`config.mk`:
```
export PLATFORM = sky130hd
export DESIGN_NAME = l1_line_ctrl
export DESIGN_NICKNAME = d
export VERILOG_FILES = /design/src/rtl/l1ls_pkg.sv /design/src/rtl/l1ls_state_table.sv /design/src/rtl/l1ls_next.sv /design/src/rtl/l1ls_issue.sv /design/src/rtl/l1_line_ctrl.sv
export SDC_FILE = /design/constraint.sdc
export NUM_CORES = 1
export LEC_CHECK = 0
export BUFFER_PORTS_ARGS = -buffer_cell sky130_fd_sc_hd__buf_2
export CAP_MARGIN = 20
export CORE_AREA = 2 2 96 98
export CTS_BUF_LIST = sky130_fd_sc_hd__clkbuf_16
export DETAILED_ROUTE_END_ITERATION = 10
export DIE_AREA = 0 0 98 100
export GPL_ROUTABILITY_DRIVEN = 1
export PLACE_DENSITY = 0.81
export SYNTH_ARGS = -nofsm -noshare
export SYNTH_HDL_FRONTEND = slang
export SYNTH_SLANG_ARGS = --single-unit
```
`constraint.sdc`:
```
create_clock -name clk -period 3.9 [get_ports clk]
set_input_delay 0.78 -clock clk [delete_from_list [all_inputs] [get_ports clk]]
set_output_delay 0.78 -clock clk [all_outputs]
set_load 0.01 [all_outputs]
```
`src/rtl/l1ls_pkg.sv`:
```
// Shared types of the L1 line state controller.
// Assumes: state and core-op codes are visible at the block edge and fixed.
package l1ls_pkg;

    typedef enum logic [2:0] {
        ST_I = 3'd0,   // invalid
        ST_V = 3'd1,   // valid, read only
        ST_W = 3'd2,   // written, no clean copy
        ST_M = 3'd3,   // written and valid
        ST_L = 3'd4,   // local segment, modifiable
        ST_A = 3'd5    // atomic pending
    } line_st_e;

    typedef enum logic [2:0] {
        OP_LOAD   = 3'd0,
        OP_STORE  = 3'd1,
        OP_SPILL  = 3'd2,
        OP_ATOMIC = 3'd3,
        OP_FLUSH  = 3'd4,
        OP_EVICT  = 3'd5
    } core_op_e;

    typedef enum logic [3:0] {
        EV_NONE,
        EV_LOAD,
        EV_ST_WB,
        EV_ST_WT,
        EV_SPILL,
        EV_ATOMIC,
        EV_FLUSH,
        EV_EVICT,
        EV_REPL,
        EV_RD_ACK,
        EV_RD_BYP,
        EV_WB_ACK,
        EV_NOP
    } evt_e;

    typedef struct packed {
        logic alloc;
        logic inval;
        logic cpl_load;
        logic cpl_store;
        logic cpl_flush;
        logic cpl_evict;
        logic wt;
        logic fwd;
        logic fwd_atomic;
    } act_t;

endpackage

```
`src/rtl/l1ls_state_table.sv`:
```
// Per-line state and dirty-byte mask storage.
// One combinational read port, one write port; the write lands at the clock edge.
// Assumes: LINES is a power of two so every line index is in range.
module l1ls_state_table
    import l1ls_pkg::*;
#(
    parameter int LINES  = 8,
    parameter int MASK_W = 4,
    localparam int LINE_W = $clog2(LINES)
) (
    input  logic              clk,
    input  logic              rst_n,
    input  logic [LINE_W-1:0] rd_line,
    output line_st_e          rd_state,
    output logic [MASK_W-1:0] rd_mask,
    input  logic              wr_en,
    input  logic [LINE_W-1:0] wr_line,
    input  line_st_e          wr_state,
    input  logic [MASK_W-1:0] wr_mask
);

    line_st_e          st_q  [LINES];
    logic [MASK_W-1:0] msk_q [LINES];

    // Purpose: one state/mask register pair per line, cleared on reset.
    for (genvar g = 0; g < LINES; g++) begin : g_line
        always_ff @(posedge clk) begin
            if (!rst_n) begin
                st_q[g]  <= ST_I;
                msk_q[g] <= '0;
            end else if (wr_en && (wr_line == LINE_W'(g))) begin
                st_q[g]  <= wr_state;
                msk_q[g] <= wr_mask;
            end
        end
    end

    // Purpose: read the addressed line.
    always_comb begin
        rd_state = st_q[rd_line];
        rd_mask  = msk_q[rd_line];
    end

    // clean, invalid and atomic-pending lines hold no dirty bytes.
    a_r1_clean_mask_zero: assert property (@(posedge clk) disable iff (!rst_n)
        (rd_state inside {ST_I, ST_V, ST_A}) |-> (rd_mask == '0));

endmodule

```
`src/rtl/l1ls_next.sv`:
```
// Transition function: from the current line state, its dirty mask and the
// event, computes the new state, the new mask and the actions to take.
// Purely combinational. Assumes data ops never reach it for a line in ST_A.
module l1ls_next
    import l1ls_pkg::*;
#(
    parameter int MASK_W = 4
) (
    input  evt_e              ev,
    input  line_st_e          cur_st,
    input  logic [MASK_W-1:0] cur_mask,
    input  logic [MASK_W-1:0] req_mask,
    output line_st_e          nxt_st,
    output logic [MASK_W-1:0] nxt_mask,
    output act_t              act,
    output logic [MASK_W-1:0] wt_mask,
    output logic [MASK_W-1:0] fwd_mask
);

    logic [MASK_W-1:0] merged;
    logic              covered;
    logic              dirty_st;   // W or M
    logic              store_ok;   // I, V or L

    // Purpose: helper terms shared by several events.
    always_comb begin
        merged   = cur_mask | req_mask;
        covered  = ((req_mask & ~cur_mask) == '0);
        dirty_st = (cur_st == ST_W) || (cur_st == ST_M);
        store_ok = (cur_st == ST_I) || (cur_st == ST_V) || (cur_st == ST_L);
    end

    // Purpose: per-event transition and action selection.
    always_comb begin
        nxt_st   = cur_st;
        nxt_mask = cur_mask;
        act      = '0;
        wt_mask  = '0;
        fwd_mask = '0;
        case (ev)
            EV_LOAD: begin
                if (cur_st == ST_I) begin
                    act.fwd  = 1'b1;
                    fwd_mask = '1;
                end else if (cur_st == ST_W) begin
                    act.wt    = 1'b1;
                    wt_mask   = cur_mask;
                    act.inval = 1'b1;
                    nxt_st    = ST_I;
                    nxt_mask  = '0;
                    if (covered) begin
                        act.cpl_load = 1'b1;
                    end else begin
                        act.fwd  = 1'b1;
                        fwd_mask = '1;
                    end
                end else if (cur_st != ST_A) begin
                    act.cpl_load = 1'b1;
                end
            end
            EV_ST_WB: begin
                if (cur_st != ST_A) begin
                    act.cpl_store = 1'b1;
                    nxt_mask      = merged;
                    if (cur_st == ST_I) begin
                        act.alloc = 1'b1;
                        nxt_st    = ST_W;
                    end else if (cur_st == ST_V) begin
                        nxt_st = ST_M;
                    end
                end
            end
            EV_ST_WT: begin
                if (store_ok) begin
                    act.cpl_store = 1'b1;
                    act.alloc     = (cur_st == ST_I);
                    act.wt        = 1'b1;
                    wt_mask       = merged;
                    act.inval     = 1'b1;
                    nxt_st        = ST_I;
                    nxt_mask      = '0;
                end else if (dirty_st) begin
                    act.cpl_store = 1'b1;
                    nxt_mask      = merged;
                end
            end
            EV_SPILL: begin
                if (store_ok) begin
                    act.cpl_store = 1'b1;
                    act.alloc     = (cur_st == ST_I);
                    nxt_st        = ST_L;
                    nxt_mask      = merged;
                end else if (dirty_st) begin
                    act.cpl_store = 1'b1;
                    nxt_mask      = merged;
                end
            end
            EV_ATOMIC: begin
                if (cur_st != ST_A) begin
                    act.fwd        = 1'b1;
                    act.fwd_atomic = 1'b1;
                    fwd_mask       = req_mask;
                    nxt_st         = ST_A;
                    nxt_mask       = '0;
                    if (dirty_st || (cur_st == ST_L)) begin
                        act.wt    = 1'b1;
                        wt_mask   = cur_mask;
                        act.inval = 1'b1;
                    end
                end
            end
            EV_FLUSH: begin
                act.cpl_flush = 1'b1;
                if (dirty_st) begin
                    act.wt    = 1'b1;
                    wt_mask   = cur_mask;
                    act.inval = 1'b1;
                    nxt_st    = ST_I;
                    nxt_mask  = '0;
                end
            end
            EV_EVICT: begin
                act.cpl_evict = 1'b1;
                if (cur_st == ST_V) begin
                    act.inval = 1'b1;
                    nxt_st    = ST_I;
                    nxt_mask  = '0;
                end else if (dirty_st) begin
                    nxt_st = ST_W;
                end
            end
            EV_REPL: begin
                if (dirty_st || (cur_st == ST_L)) begin
                    act.wt    = 1'b1;
                    wt_mask   = cur_mask;
                    act.inval = 1'b1;
                    nxt_st    = ST_I;
                    nxt_mask  = '0;
                end else if (cur_st == ST_V) begin
                    act.inval = 1'b1;
                    nxt_st    = ST_I;
                end else if (cur_st == ST_A) begin
                    act.inval = 1'b1;
                end
            end
            EV_RD_ACK: begin
                if (cur_st == ST_A) begin
                    act.cpl_store = 1'b1;
                    act.inval     = 1'b1;
                    nxt_st        = ST_I;
                    nxt_mask      = '0;
                end else begin
                    act.cpl_load = 1'b1;
                    if (cur_st == ST_I) begin
                        act.alloc = 1'b1;
                        nxt_st    = ST_V;
                    end else if (dirty_st) begin
                        nxt_st = ST_M;
                    end
                end
            end
            EV_RD_BYP: begin
                if (cur_st == ST_A) begin
                    act.cpl_store = 1'b1;
                    nxt_st        = ST_I;
                    nxt_mask      = '0;
                end else begin
                    act.cpl_load = 1'b1;
                end
            end
            default: begin
                // EV_NONE, EV_WB_ACK, EV_NOP: line untouched
            end
        endcase
    end

endmodule

```
`src/rtl/l1ls_issue.sv`:
```
// Output register stage: holds the result of the event consumed in the
// previous cycle. Assumes strobes are zero whenever no event fired.
module l1ls_issue
    import l1ls_pkg::*;
#(
    parameter int LINES  = 8,
    parameter int MASK_W = 4,
    localparam int LINE_W = $clog2(LINES)
) (
    input  logic              clk,
    input  logic              rst_n,
    input  logic              fire,
    input  logic [LINE_W-1:0] line_in,
    input  line_st_e          st_in,
    input  act_t              act_in,
    input  logic [MASK_W-1:0] wt_mask_in,
    input  logic [MASK_W-1:0] fwd_mask_in,
    output logic              evt_valid,
    output logic [LINE_W-1:0] evt_line,
    output line_st_e          evt_state,
    output act_t              act_q,
    output logic [MASK_W-1:0] wt_mask_q,
    output logic [MASK_W-1:0] fwd_mask_q
);

    // Purpose: register the event result; strobes drop when nothing fired.
    always_ff @(posedge clk) begin
        if (!rst_n) begin
            evt_valid  <= 1'b0;
            evt_line   <= '0;
            evt_state  <= ST_I;
            act_q      <= '0;
            wt_mask_q  <= '0;
            fwd_mask_q <= '0;
        end else begin
            evt_valid  <= fire;
            evt_line   <= line_in;
            evt_state  <= st_in;
            act_q      <= fire ? act_in : '0;
            wt_mask_q  <= fire ? wt_mask_in : '0;
            fwd_mask_q <= fire ? fwd_mask_in : '0;
        end
    end

    // a write-through always leaves the line without data.
    a_r4_wt_leaves_no_copy: assert property (@(posedge clk) disable iff (!rst_n)
        act_q.wt |-> (evt_state inside {ST_I, ST_A}));

    // a forwarded atomic always leaves the line pending.
    a_r6_atomic_enters_pending: assert property (@(posedge clk) disable iff (!rst_n)
        (act_q.fwd && act_q.fwd_atomic) |-> (evt_state == ST_A));

    // a block read is only sent for a line that ends invalid.
    a_r2_read_keeps_invalid: assert property (@(posedge clk) disable iff (!rst_n)
        (act_q.fwd && !act_q.fwd_atomic) |-> (evt_state == ST_I));

    // at most one completion per event.
    a_r13_single_completion: assert property (@(posedge clk) disable iff (!rst_n)
        $onehot0({act_q.cpl_load, act_q.cpl_store, act_q.cpl_flush, act_q.cpl_evict}));

    // no strobe without an event.
    a_r13_quiet_when_idle: assert property (@(posedge clk) disable iff (!rst_n)
        !evt_valid |-> (act_q == '0));

endmodule

```
`src/rtl/l1_line_ctrl.sv`:
```
// Top of the L1 line state controller: picks one event per cycle
// (response, then replacement, then core), holds off data ops to a line
// pending an atomic, updates the line table and registers the result.
// Assumes: line address equals line index; responses are never held off.
module l1_line_ctrl
    import l1ls_pkg::*;
#(
    parameter int LINES  = 8,
    parameter int MASK_W = 4,
    localparam int LINE_W = $clog2(LINES)
) (
    input  logic              clk,
    input  logic              rst_n,
    input  logic              wb_mode,
    input  logic              bypass_mode,
    input  logic              core_valid,
    output logic              core_ready,
    input  logic [2:0]        core_op,
    input  logic [LINE_W-1:0] core_line,
    input  logic [MASK_W-1:0] core_mask,
    input  logic              rsp_valid,
    output logic              rsp_ready,
    input  logic              rsp_is_wback,
    input  logic [LINE_W-1:0] rsp_line,
    input  logic              repl_valid,
    output logic              repl_ready,
    input  logic [LINE_W-1:0] repl_line,
    output logic              evt_valid,
    output logic [LINE_W-1:0] evt_line,
    output logic [2:0]        evt_state,
    output logic              act_alloc,
    output logic              act_inval,
    output logic              cpl_load,
    output logic              cpl_store,
    output logic              cpl_flush,
    output logic              cpl_evict,
    output logic              wt_valid,
    output logic [MASK_W-1:0] wt_mask,
    output logic              fwd_valid,
    output logic              fwd_atomic,
    output logic [MASK_W-1:0] fwd_mask
);

    logic [LINE_W-1:0] sel_line;
    logic [MASK_W-1:0] sel_mask;
    line_st_e          cur_st;
    logic [MASK_W-1:0] cur_mask;
    logic              core_data_op;
    logic              core_blocked;
    evt_e              core_ev;
    evt_e              ev;
    logic              fire;
    line_st_e          nxt_st;
    logic [MASK_W-1:0] nxt_mask;
    act_t              act_n;
    logic [MASK_W-1:0] wt_mask_n;
    logic [MASK_W-1:0] fwd_mask_n;
    line_st_e          evt_state_q;
    act_t              act_q;

    // Purpose: choose which line the table reads, by source priority.
    always_comb begin
        if (rsp_valid) begin
            sel_line = rsp_line;
            sel_mask = '0;
        end else if (repl_valid) begin
            sel_line = repl_line;
            sel_mask = '0;
        end else begin
            sel_line = core_line;
            sel_mask = core_mask;
        end
    end

    // Purpose: classify the core request, including the store path choice.
    always_comb begin
        core_data_op = core_op_e'(core_op) inside {OP_LOAD, OP_STORE, OP_SPILL, OP_ATOMIC};
        case (core_op_e'(core_op))
            OP_LOAD:   core_ev = EV_LOAD;
            OP_STORE:  core_ev = (bypass_mode || !wb_mode) ? EV_ST_WT : EV_ST_WB;
            OP_SPILL:  core_ev = bypass_mode ? EV_ST_WT : EV_SPILL;
            OP_ATOMIC: core_ev = EV_ATOMIC;
            OP_FLUSH:  core_ev = EV_FLUSH;
            OP_EVICT:  core_ev = EV_EVICT;
            default:   core_ev = EV_NOP;
        endcase
    end

    // Purpose: handshakes and the single event of this cycle.
    always_comb begin
        core_blocked = core_data_op && (cur_st == ST_A);
        rsp_ready    = 1'b1;
        repl_ready   = !rsp_valid;
        core_ready   = !rsp_valid && !repl_valid && !core_blocked;
        if (rsp_valid)
            ev = rsp_is_wback ? EV_WB_ACK : (bypass_mode ? EV_RD_BYP : EV_RD_ACK);
        else if (repl_valid)
            ev = EV_REPL;
        else if (core_valid && !core_blocked)
            ev = core_ev;
        else
            ev = EV_NONE;
        fire = (ev != EV_NONE);
    end

    l1ls_state_table #(.LINES(LINES), .MASK_W(MASK_W)) u_table (
        .clk      (clk),
        .rst_n    (rst_n),
        .rd_line  (sel_line),
        .rd_state (cur_st),
        .rd_mask  (cur_mask),
        .wr_en    (fire),
        .wr_line  (sel_line),
        .wr_state (nxt_st),
        .wr_mask  (nxt_mask)
    );

    l1ls_next #(.MASK_W(MASK_W)) u_next (
        .ev       (ev),
        .cur_st   (cur_st),
        .cur_mask (cur_mask),
        .req_mask (sel_mask),
        .nxt_st   (nxt_st),
        .nxt_mask (nxt_mask),
        .act      (act_n),
        .wt_mask  (wt_mask_n),
        .fwd_mask (fwd_mask_n)
    );

    l1ls_issue #(.LINES(LINES), .MASK_W(MASK_W)) u_issue (
        .clk         (clk),
        .rst_n       (rst_n),
        .fire        (fire),
        .line_in     (sel_line),
        .st_in       (nxt_st),
        .act_in      (act_n),
        .wt_mask_in  (wt_mask_n),
        .fwd_mask_in (fwd_mask_n),
        .evt_valid   (evt_valid),
        .evt_line    (evt_line),
        .evt_state   (evt_state_q),
        .act_q       (act_q),
        .wt_mask_q   (wt_mask),
        .fwd_mask_q  (fwd_mask)
    );

    // Purpose: flatten the registered actions onto the ports.
    always_comb begin
        evt_state  = evt_state_q;
        act_alloc  = act_q.alloc;
        act_inval  = act_q.inval;
        cpl_load   = act_q.cpl_load;
        cpl_store  = act_q.cpl_store;
        cpl_flush  = act_q.cpl_flush;
        cpl_evict  = act_q.cpl_evict;
        wt_valid   = act_q.wt;
        fwd_valid  = act_q.fwd;
        fwd_atomic = act_q.fwd_atomic;
    end

    // a held-off core request, alone, produces no event.
    a_r7_stall_no_event: assert property (@(posedge clk) disable iff (!rst_n)
        (core_valid && !core_ready && !rsp_valid && !repl_valid) |=> !evt_valid);

    // a response is served before anything else.
    a_r13_response_first: assert property (@(posedge clk) disable iff (!rst_n)
        rsp_valid |=> (evt_valid && (evt_line == $past(rsp_line))));

endmodule

```
==> results of run 1 <==
[cell type report]
type / count / area [sq um]
clock buffers: 9 / 225
clock inverters: 7 / 108
fillers: 670 / 2820
inverters: 14 / 52.6
multi-input cells: 336 / 2280
flip-flops and latches: 80 / 2160
well taps: 111 / 139
repair buffers: 158 / 1100
[sequential cells by signal, indices dropped and copies added (netlist names)]
name	cells
u_issue.evt_line	3
u_issue.wt_mask_q	4
u_issue.evt_valid	1
u_table.msk_q	32
u_issue.evt_state	3
u_issue.act_q	9
u_table.st_q	24
u_issue.fwd_mask_q	4
[Yosys cell counts (2+ instances only)]
master	number	area, sq um
nand2b_1	11	68.8
o2111ai_1	3	26.3
o22a_1	2	17.5
nand4_1	4	25.0
nor2_1	50	188
dfxtp_1	24	480
a21oi_1	37	185
nand3_1	18	90.1
nor4_1	6	37.5
o21ai_1	3	15.0
mux2i_1	18	180
edfxtp_1	56	1680
mux2_1	3	33.8
and2_1	2	12.5
buf_2	3	15.0
mux4_2	10	225
a211o_1	2	17.5
a21oi_2	2	17.5
a31oi_1	7	43.8
o22ai_1	10	62.6
inv_1	14	52.6
buf_6	3	33.8
nand2_1	41	154
o21ai_0	29	145
a32oi_1	2	17.5
o211ai_1	6	45.0
a22oi_1	2	15.0
buf_4	2	15.0
clkbuf_1	11	41.3
o21bai_4	3	56.3
nor3_1	14	70.1
and3_1	10	62.6
o21a_1	6	45.0
o21ai_2	3	26.3
buf_1	2	7.51
a21o_1	2	15.0
or2_2	3	18.8
[where the power goes]
group          switching [mW]  internal, mW  total (mW)
combinational           0.366         0.269       0.635
sequential             0.0208         0.961       0.982
clock                   0.391         0.575       0.966
total                   0.778          1.80        2.58
[worst max-delay path, cell delays in order]
cell,delay (ps)
buf_2,120
mux2i_4,270
buf_4,240
o22ai_1,160
o211ai_1,320
o22a_1,280
a211oi_4,80
buf_4,170
buf_4,130
o21ai_2,240
buf_4,180
nor3_4,40
o21a_1,230
o41ai_4,340
buf_4,210
nor2_1,60
[through the flow]
stage	util	worst slack [ps]	instance area (sq um)
after floorplan	-	-74.0	4610
final	0.683	130	6070
after global routing	0.683	7.37	6070
after CTS	0.682	96.2	6060
after detailed placement	0.644	-226	5730
after global placement	0.644	-132	5730
[cells in the final DEF, fill, tap and decap left out, types with 11 or more instances in the layout]
cell type and count:
buf_4 106, edfxtp_1 56, nor2_1 50, buf_2 49
nand2_1 41, a21oi_1 37, o21ai_0 28, dfxtp_1 24
mux2i_1 18, nand3_1 18, inv_1 14, nor3_1 13
nand2b_1 11
[worst paths after layout]
kind / start / end / slack [ps]
setup / recovery: repl_valid / u_table.st_q[1][1] / 130
hold / removal: core_mask[0] / u_issue.fwd_mask_q[0] / 750
setup reg to reg: u_table.st_q[1][2] / u_table.st_q[1][1] / 630
hold reg to reg: u_table.msk_q[0][1] / u_issue.wt_mask_q[1] / 860
[layer usage]
layer / share of wire / GRT usage / routed length, um / up-vias
li1: - / - / - / 2012
met1: 0.36 / 0.382 / 5510 / 2144
met2: 0.50 / 0.555 / 7650 / 332
met3: 0.093 / 0.0543 / 1430 / 75
met4: 0.054 / 0.187 / 826 / 0
met5: 0 / 0 / 0 / -
[logic make-up after synthesis]
group / share of synthesized area
AOI/OAI and AO/OA: 0.203
muxes: 0.103
other: 0.000820
and+or+nand+nor: 0.184
buffers and inverters: 0.0361
DFF: 0.473
==> impl_metrics.tcl, run 1 <==
set metrics [dict create \
    syn-mean-instance-area_sq_um 10.1 \
    postCtsSetupBuffers 0 \
    synthDistinctLibCells 64 \
    cts_buffers 9 \
    rows 35 \
    cts_hold_buf 0 \
    ant_nets 0 \
    grt_pass1_wl_um 23900 \
    yosys_warnings 0 \
    fin_hold_ws_ps 753 \
    antenna_found_initial 0 \
    synthCells 451 \
    die_h_um 100 \
    ys.flop_type "edfxtp_1" \
    maxCapViolCount 0 \
    reg2reg_depth 14 \
    dpl.hpwl_um 11000 \
    vias 4563 \
    drtIter0Drc 516 \
    clkTransAtPathRegs_ps 60 \
    grt_pass1_vias 4499 \
    layout.cells.non_filler 715 \
    skew_ps 11.2 \
    period_needed_ps 3770 \
    slew_headroom 0.585 \
    cp_max_fo 16 \
    area_delta_synth_final_pct 32.7 \
    place_inst 699 \
    outcome "completed" \
    grt_max_degree 17 \
    ir_drop_mv 0.256 \
    min_path_cells 3 \
    start_kind "input pin" \
    cts-root-buf "clkbuf_16" \
    grt-ovfl-total 0 \
    p_leak_nw 2.53 \
    worstHoldPathType "in2reg" \
    port_buffers 49 \
    ios 51 \
    clock-sinks 80 \
    nNetsFinal 623 \
    setup.worst_path.class "in2reg" \
    dieArea_sq_um 9800 \
    diodes 0 \
    drive_gt1_frac 0.353 \
    endpoint_kind "flip-flop" \
    wl_um 15400 \
    rsz0062_at_grt "no" \
    drcViolationCount 0 \
    fmax_mhz 265 \
    initial_core_util 0.514 \
    power_density_nw_per_um2 426 \
    ys_seq_area_frac 0.473 \
    synth_edf_count 56 \
    slew_violations 0 \
    syn-num-nets 475 \
    synth_area_sq_um 4570 \
    htreeDepth 3 \
    wl_per_cell_um 21.6 \
    tns_ps 0 \
    synth_seq_cells 80 \
    setup_viol 0 \
    worst_pin_slew_ps 616 \
    grt_util_all_layers 0.322 \
    drtPass1Iterations 5 \
    cts_tree "yes" \
    gp_congestion 1.03 \
    insertion_delay_ps 350 \
    drt-vias-per-instance 6.38 \
    required_ps 4000 \
    finalHoldViolCount 0 \
    p_total_mw 2.58 \
    clock_path_buffers 2 \
    cts-resized-gates 0 \
    period_share 0.967 \
    async_flop_share 0 \
    worst-endpoint-arrival_ps 3870 \
    die_x_um 98 \
    coreArea_sq_um 8890 \
]
Power figures use the tool's default switching activity.
==> run 2, diff against run 1 <==
--- a/config.mk
+++ b/config.mk
@@ -7,12 +7,13 @@
 export LEC_CHECK = 0
 export BUFFER_PORTS_ARGS = -buffer_cell sky130_fd_sc_hd__buf_2
 export CAP_MARGIN = 20
-export CORE_AREA = 2 2 96 98
+export CORE_AREA = 2 2 95 97
 export CTS_BUF_LIST = sky130_fd_sc_hd__clkbuf_16
 export DETAILED_ROUTE_END_ITERATION = 10
-export DIE_AREA = 0 0 98 100
+export DIE_AREA = 0 0 97 99
 export GPL_ROUTABILITY_DRIVEN = 1
-export PLACE_DENSITY = 0.81
+export PLACE_DENSITY = 0.8
 export SYNTH_ARGS = -nofsm -noshare
 export SYNTH_HDL_FRONTEND = slang
+export SYNTH_HIERARCHICAL = 1
 export SYNTH_SLANG_ARGS = --single-unit
==> impl_metrics.tcl, run 2 <==
set metrics [dict create \
    reg2reg_to "u_table/msk_q[3][2]" \
    worstHoldPathType "in2reg" \
    initial_core_util 0.514 \
    clock-sinks 80 \
    slew_violations 0 \
    dp_worst_setup_slack_ps -947 \
    worst_pin_slew_ps 873 \
    outcome "finished with violations" \
    ant_nets 0 \
    drive_gt1_frac 0.538 \
    required_ps 3960 \
    post-route-util 0.768 \
    crit_chain "buf_6 > mux2i_2 > o21ai_4 > buf_12 > mux4_2 > mux2_4 > and4bb_1 > and3b_2 > a32o_2 > nand2b_4 > nor2_2 > a311oi_2 > a21oi_2 > nand4b_1 > a22o_1 > inv_4 > nor3_1" \
    dieArea_sq_um 9600 \
    hold_end "u_issue/evt_line[2]" \
    synth_top_area_cell "edfxtp_1" \
    dpl.hpwl_um 8290 \
    min_path_cells 4 \
    nNetsFinal 558 \
    ys.flop_type "edfxtp_1" \
    power_density_nw_per_um2 393 \
    syn-mean-instance-area_sq_um 10.9 \
    p_total_mw 2.58 \
    worst-endpoint-arrival_ps 4490 \
    gp_congestion 0.947 \
    synth_edf_count 56 \
    ir_drop_mv 0.267 \
    finalHoldViolCount 0 \
    start_kind "input pin" \
    setup_slack_ps -530 \
    async_flop_share 0 \
    clock_path_buffers 2 \
    antenna_found_initial 0 \
    htreeDepth 3 \
    cts_buffers 9 \
    synthCells 404 \
    syn-num-nets 428 \
    rrSetupSlack_ps 220 \
    wl_um 15100 \
    final_cell_mix "buf_4, edfxtp_1, buf_2, nor3_2, dfxtp_1" \
    synth_seq_cells 80 \
    tns_ps -45910 \
    synthDistinctLibCells 65 \
    grt_util_all_layers 0.284 \
    die_x_um 97 \
    coreArea_sq_um 8550 \
    largest_registers "u_table/msk_q: 32 flops, u_table/st_q: 24 flops, u_issue/act_q: 9 flops" \
    violations "negative setup slack" \
    rsz0062_at_grt "yes" \
    drcViolationCount 0 \
    critPathSlowestCell "mux4_2" \
    synth_area_sq_um 4400 \
    path_buf_inv 3 \
    insertion_delay_ps 340 \
    grt_pass1_vias 4019 \
    grt.met3_usage 0.0511 \
    period_share 1.14 \
    grtUsageMet1 0.344 \
    synthMostInstantiatedCell "edfxtp_1" \
    grt-ovfl-total 0 \
    skew_ps 8.62 \
    rows 34 \
    cts_tree "yes" \
    slew_headroom 0.417 \
    largest_reg_flops 32 \
    setup_viol 131 \
    grt_max_degree 35 \
    maxCapViolCount 0 \
    layout.cells.non_filler 647 \
    place_inst 603 \
    crit_family "compound AO/OA/AOI/OAI gates" \
    synthTopCellsByCount "edfxtp_1, nor3_1, dfxtp_1" \
    diodes 0 \
    clkTransAtPathRegs_ps 60 \
    grt.busiest_layer "met2" \
    yosys_warnings 6 \
    period_needed_ps 4430 \
    endpoint_kind "flip-flop" \
    yosys.area.top_type_share 0.382 \
    hold_start "rsp_line[2]" \
    cp_max_fo 8 \
    n_fill_cell 489 \
    area_delta_synth_final_pct 49.4 \
    vias 4149 \
    reg2reg_depth 13 \
    crit_path_max_incr_delay_ps 480 \
    gr-usage-met2 0.496 \
    ios 51 \
    synth_area_leaders "edfxtp_1, dfxtp_1, mux4_1" \
    final_common_cell "buf_4" \
    drtIter0Drc 321 \
    cts-root-buf "clkbuf_16" \
    reg2reg_from "u_table/st_q[3][1]" \
    grt_pass1_wl_um 21200 \
    largest_register "u_table/msk_q" \
    setup.worst_path.class "in2reg" \
    ys_seq_area_frac 0.492 \
    fmax_mhz 226 \
    die_h_um 99 \
    p_leak_nw 2.66 \
    drtPass1Iterations 5 \
    drt-vias-per-instance 6.41 \
    port_buffers 49 \
    wl_per_cell_um 23.3 \
]
## run 2: changes by cell type after synthesis, sizes merged, moves of 12 or more
cell | previous run | this run
nor3 | 14 | 47
nor4 | 6 | 18
nand3 | 19 | 4
a21oi | 39 | 14
nand2 | 41 | 18
nor2 | 51 | 19
mux2i | 19 | 5
## run 2: cell families after synthesis
logic type | synth area share
buffers and inverters | 0.0592
other | 0.000853
XOR/XNOR | 0.00199
multiplexers | 0.113
AO/OA/AOI/OAI | 0.112
flip-flops | 0.492
AND/OR/NAND/NOR | 0.221
## run 2: worst max-delay path by stage
stage	from	end	slack, ps	depth (start not counted)
after global routing	repl_valid	u_table/msk_q[3][2]	-640	17
after CTS	repl_valid	u_table/msk_q[1][0]	-320	17
after detailed placement	repl_valid	u_table/msk_q[7][0]	-950	17
final	repl_valid	u_table/msk_q[3][2]	-530	17
after global placement	repl_valid	u_table/msk_q[7][0]	-880	17
after floorplan	repl_valid	u_table/st_q[0][0]	-570	17
## run 2: report_power, final
group	internal, mW	switching, mW
sequential	0.965	0.0160
clock	0.438	0.369
combinational	0.331	0.460
total	1.73	0.845
## run 2: worst register-to-register path, cell delays in order (launching register included)
cell      delay (ps)
edfxtp_1         400
mux4_2           470
mux2_4           280
and4bb_1         290
and3b_2          270
a32o_2           320
nand2b_4         160
buf_4            140
a211o_1          260
a21oi_2          140
nand4b_1         230
a22o_1           250
inv_4             80
nor3_1           210
## run 2: layout make-up
class | count | area [sq um] | share of cell area
tap | 108 | 135 | 0.0206
inverter | 16 | 85.1 | 0.0130
multi-input combinational | 276 | 2670 | 0.406
clock inverter | 7 | 53.8 | 0.00819
sequential | 80 | 2160 | 0.329
clock buffer | 9 | 225 | 0.0343
timing repair buffer | 151 | 1240 | 0.189
## run 2: stage by stage
| step | instance area [sq um] | hold WS, ps |
|---|---|---|
| after floorplan | 4610 | 914 |
| after global placement | 5360 | 945 |
| after detailed placement | 5360 | 973 |
| after CTS | 6140 | 845 |
| after global routing | 6570 | 860 |
| final | 6570 | 842 |
## run 2: what timing repair did
| action | in CTS | in global routing |
|---|---|---|
| hold buffers | 0 | 0 |
| pin swaps | 29 | 13 |
| resized for setup | 71 | 60 |
| gates cloned | 4 | 4 |
| endpoints found under the setup margin | 133 | 133 |
| setup buffers | 15 | 8 |
## run 2: routing by layer
| metal | routed length (um) | vias to the layer above |
|---|---|---|
| li1 | - | 1819 |
| met4 | 467 | 0 |
| met3 | 1020 | 48 |
| met1 | 5720 | 2049 |
| met5 | 0 | - |
| met2 | 7850 | 233 |
==> run 3, diff against run 2 <==
--- a/config.mk
+++ b/config.mk
@@ -7,12 +7,12 @@
 export LEC_CHECK = 0
 export BUFFER_PORTS_ARGS = -buffer_cell sky130_fd_sc_hd__buf_2
 export CAP_MARGIN = 20
-export CORE_AREA = 2 2 95 97
+export CORE_AREA = 2 2 85 107
 export CTS_BUF_LIST = sky130_fd_sc_hd__clkbuf_16
 export DETAILED_ROUTE_END_ITERATION = 10
-export DIE_AREA = 0 0 97 99
+export DIE_AREA = 0 0 87 109
 export GPL_ROUTABILITY_DRIVEN = 1
-export PLACE_DENSITY = 0.8
+export PLACE_DENSITY = 0.81
 export SYNTH_ARGS = -nofsm -noshare
 export SYNTH_HDL_FRONTEND = slang
 export SYNTH_HIERARCHICAL = 1
==> impl_metrics.tcl, run 3 (synthesis gave the netlist of run 2 again) <==
set metrics [dict create \
    antenna_found_initial 0 \
    fin_hold_ws_ps 920 \
    post-route-util 0.749 \
    slew_headroom 0.363 \
    grt_util_all_layers 0.300 \
    htreeDepth 3 \
    finalHoldViolCount 0 \
    cts_buffers 9 \
    place_area_sq_um 5240 \
    crit_chain "buf_6 > buf_4 > mux2i_1 > o21ai_2 > buf_4 > mux4_2 > mux2_2 > and4bb_1 > and3b_2 > a32o_2 > buf_6 > nand2b_4 > a211o_1 > a21oi_2 > nand4b_1 > buf_6 > a22o_1 > inv_4 > nor4_1" \
    p_total_mw 2.64 \
    final_common_cell "buf_4" \
    endpoint_kind "flip-flop" \
    wl_met1_um 4980 \
    gp_congestion 0.894 \
    p_leak_nw 2.62 \
    critPathSlowestCell "mux4_2" \
    largest_register "u_table/msk_q" \
    setup.worst_path.class "in2reg" \
    initial_core_util 0.517 \
    dieArea_sq_um 9480 \
    crit_path_max_incr_delay_ps 320 \
    clock-sinks 80 \
    met2_length_um 7390 \
    drcViolationCount 0 \
    rsz0062_at_grt "yes" \
    die_x_um 87 \
    clock_path_buffers 2 \
    vias 3969 \
    ios 51 \
    grt-ovfl-total 0 \
    cts_tree "yes" \
    skew_ps 5.52 \
    dp_worst_setup_slack_ps -908 \
    top_layer "met4" \
    outcome "finished with violations" \
    drive_gt1_frac 0.526 \
    worst_pin_slew_ps 956 \
    layout.cells.non_filler 629 \
    clkTransAtPathRegs_ps 60 \
    worst-endpoint-arrival_ps 4410 \
    maxCapViolCount 0 \
    setup_slack_ps -361 \
    drtIter0Drc 241 \
    setup_viol 115 \
    coreArea_sq_um 8510 \
    ant_nets 0 \
    path_buf_inv 6 \
    tns_ps -19510 \
    final_cell_mix "buf_4, edfxtp_1, buf_2, buf_6" \
    period_share 1.09 \
    cts-root-buf "clkbuf_16" \
    insertion_delay_ps 330 \
    period_needed_ps 4260 \
    place_inst 584 \
    largest_reg_flops 32 \
    wl_um 13700 \
    drtPass1Iterations 5 \
    diodes 0 \
    dpl.hpwl_um 8430 \
    violations "negative setup slack" \
    worstHoldPathType "in2reg" \
    area_delta_synth_final_pct 45.0 \
    crit_top_cell "buf_6" \
    grt_pass1_vias 4067 \
    start_kind "input pin" \
    cp_max_fo 8 \
    dr_wl_met3_um 851 \
    power_density_nw_per_um2 415 \
    required_ps 4050 \
    grt_max_degree 35 \
    ir_drop_mv 0.377 \
    final_area_sq_um 6380 \
    port_buffers 49 \
    rows 38 \
    die_h_um 109 \
    crit_family "compound AO/OA/AOI/OAI gates" \
    grt_pass1_wl_um 21400 \
    fmax_mhz 235 \
    slew_violations 0 \
    nNetsFinal 548 \
    wl_per_cell_um 21.8 \
    largest_registers "u_table/msk_q: 32 flops, u_table/st_q: 24 flops, u_issue/act_q: 9 flops" \
    drt-vias-per-instance 6.31 \
]
==> run 3: final timing paths <==
kind	from	end	slack, ps	cells past startpoint
max	repl_valid	u_table/msk_q[4][0]	-360	19
min reg2reg	u_table/msk_q[2][2]	u_issue/wt_mask_q[2]	1020	5
min	rsp_line[0]	u_issue/evt_line[0]	920	5
max reg2reg	u_table/st_q[5][2]	u_table/msk_q[4][0]	230	14
==> run 3: timing repair <==
item | 4_1_cts | 5_1_grt
gates cloned | 7 | 0
gates resized for setup | 85 | 47
pin swaps | 35 | 12
buffers inserted | 20 | 5
hold buffers | 0 | 0
setup endpoints to repair | 128 | 131
==> run 3: final cells by class <==
| class | count | area (sq um) |
|---|---|---|
| repair buffers | 143 | 1160 |
| clock buffers | 9 | 225 |
| well taps | 100 | 125 |
| flip-flops and latches | 80 | 2160 |
| multi-input cells | 274 | 2510 |
| clock inverters | 7 | 95.1 |
| inverters | 16 | 95.1 |
| fillers | 507 | 2130 |
==> run 3: layer usage <==
| metal | GRT usage | vias to the layer above |
|---|---|---|
| li1 | - | 1787 |
| met2 | 0.529 | 190 |
| met3 | 0.0537 | 45 |
| met1 | 0.347 | 1947 |
| met5 | 0 | - |
| met4 | 0.144 | 0 |
==> run 3: power by group <==
group          total [mW]  switching [mW]  internal (mW)
clock network       0.910           0.349          0.562
registers           0.980          0.0147          0.966
logic               0.754           0.428          0.325
total                2.64           0.792           1.85
==> run 3: worst reg2reg max path: cells and delay by family, from the launching register on <==
family / cells / cell delay, ps
compound gates: 4 / 950
buf+inv: 3 / 380
simple gates: 5 / 960
mux: 2 / 800
flops: 1 / 390
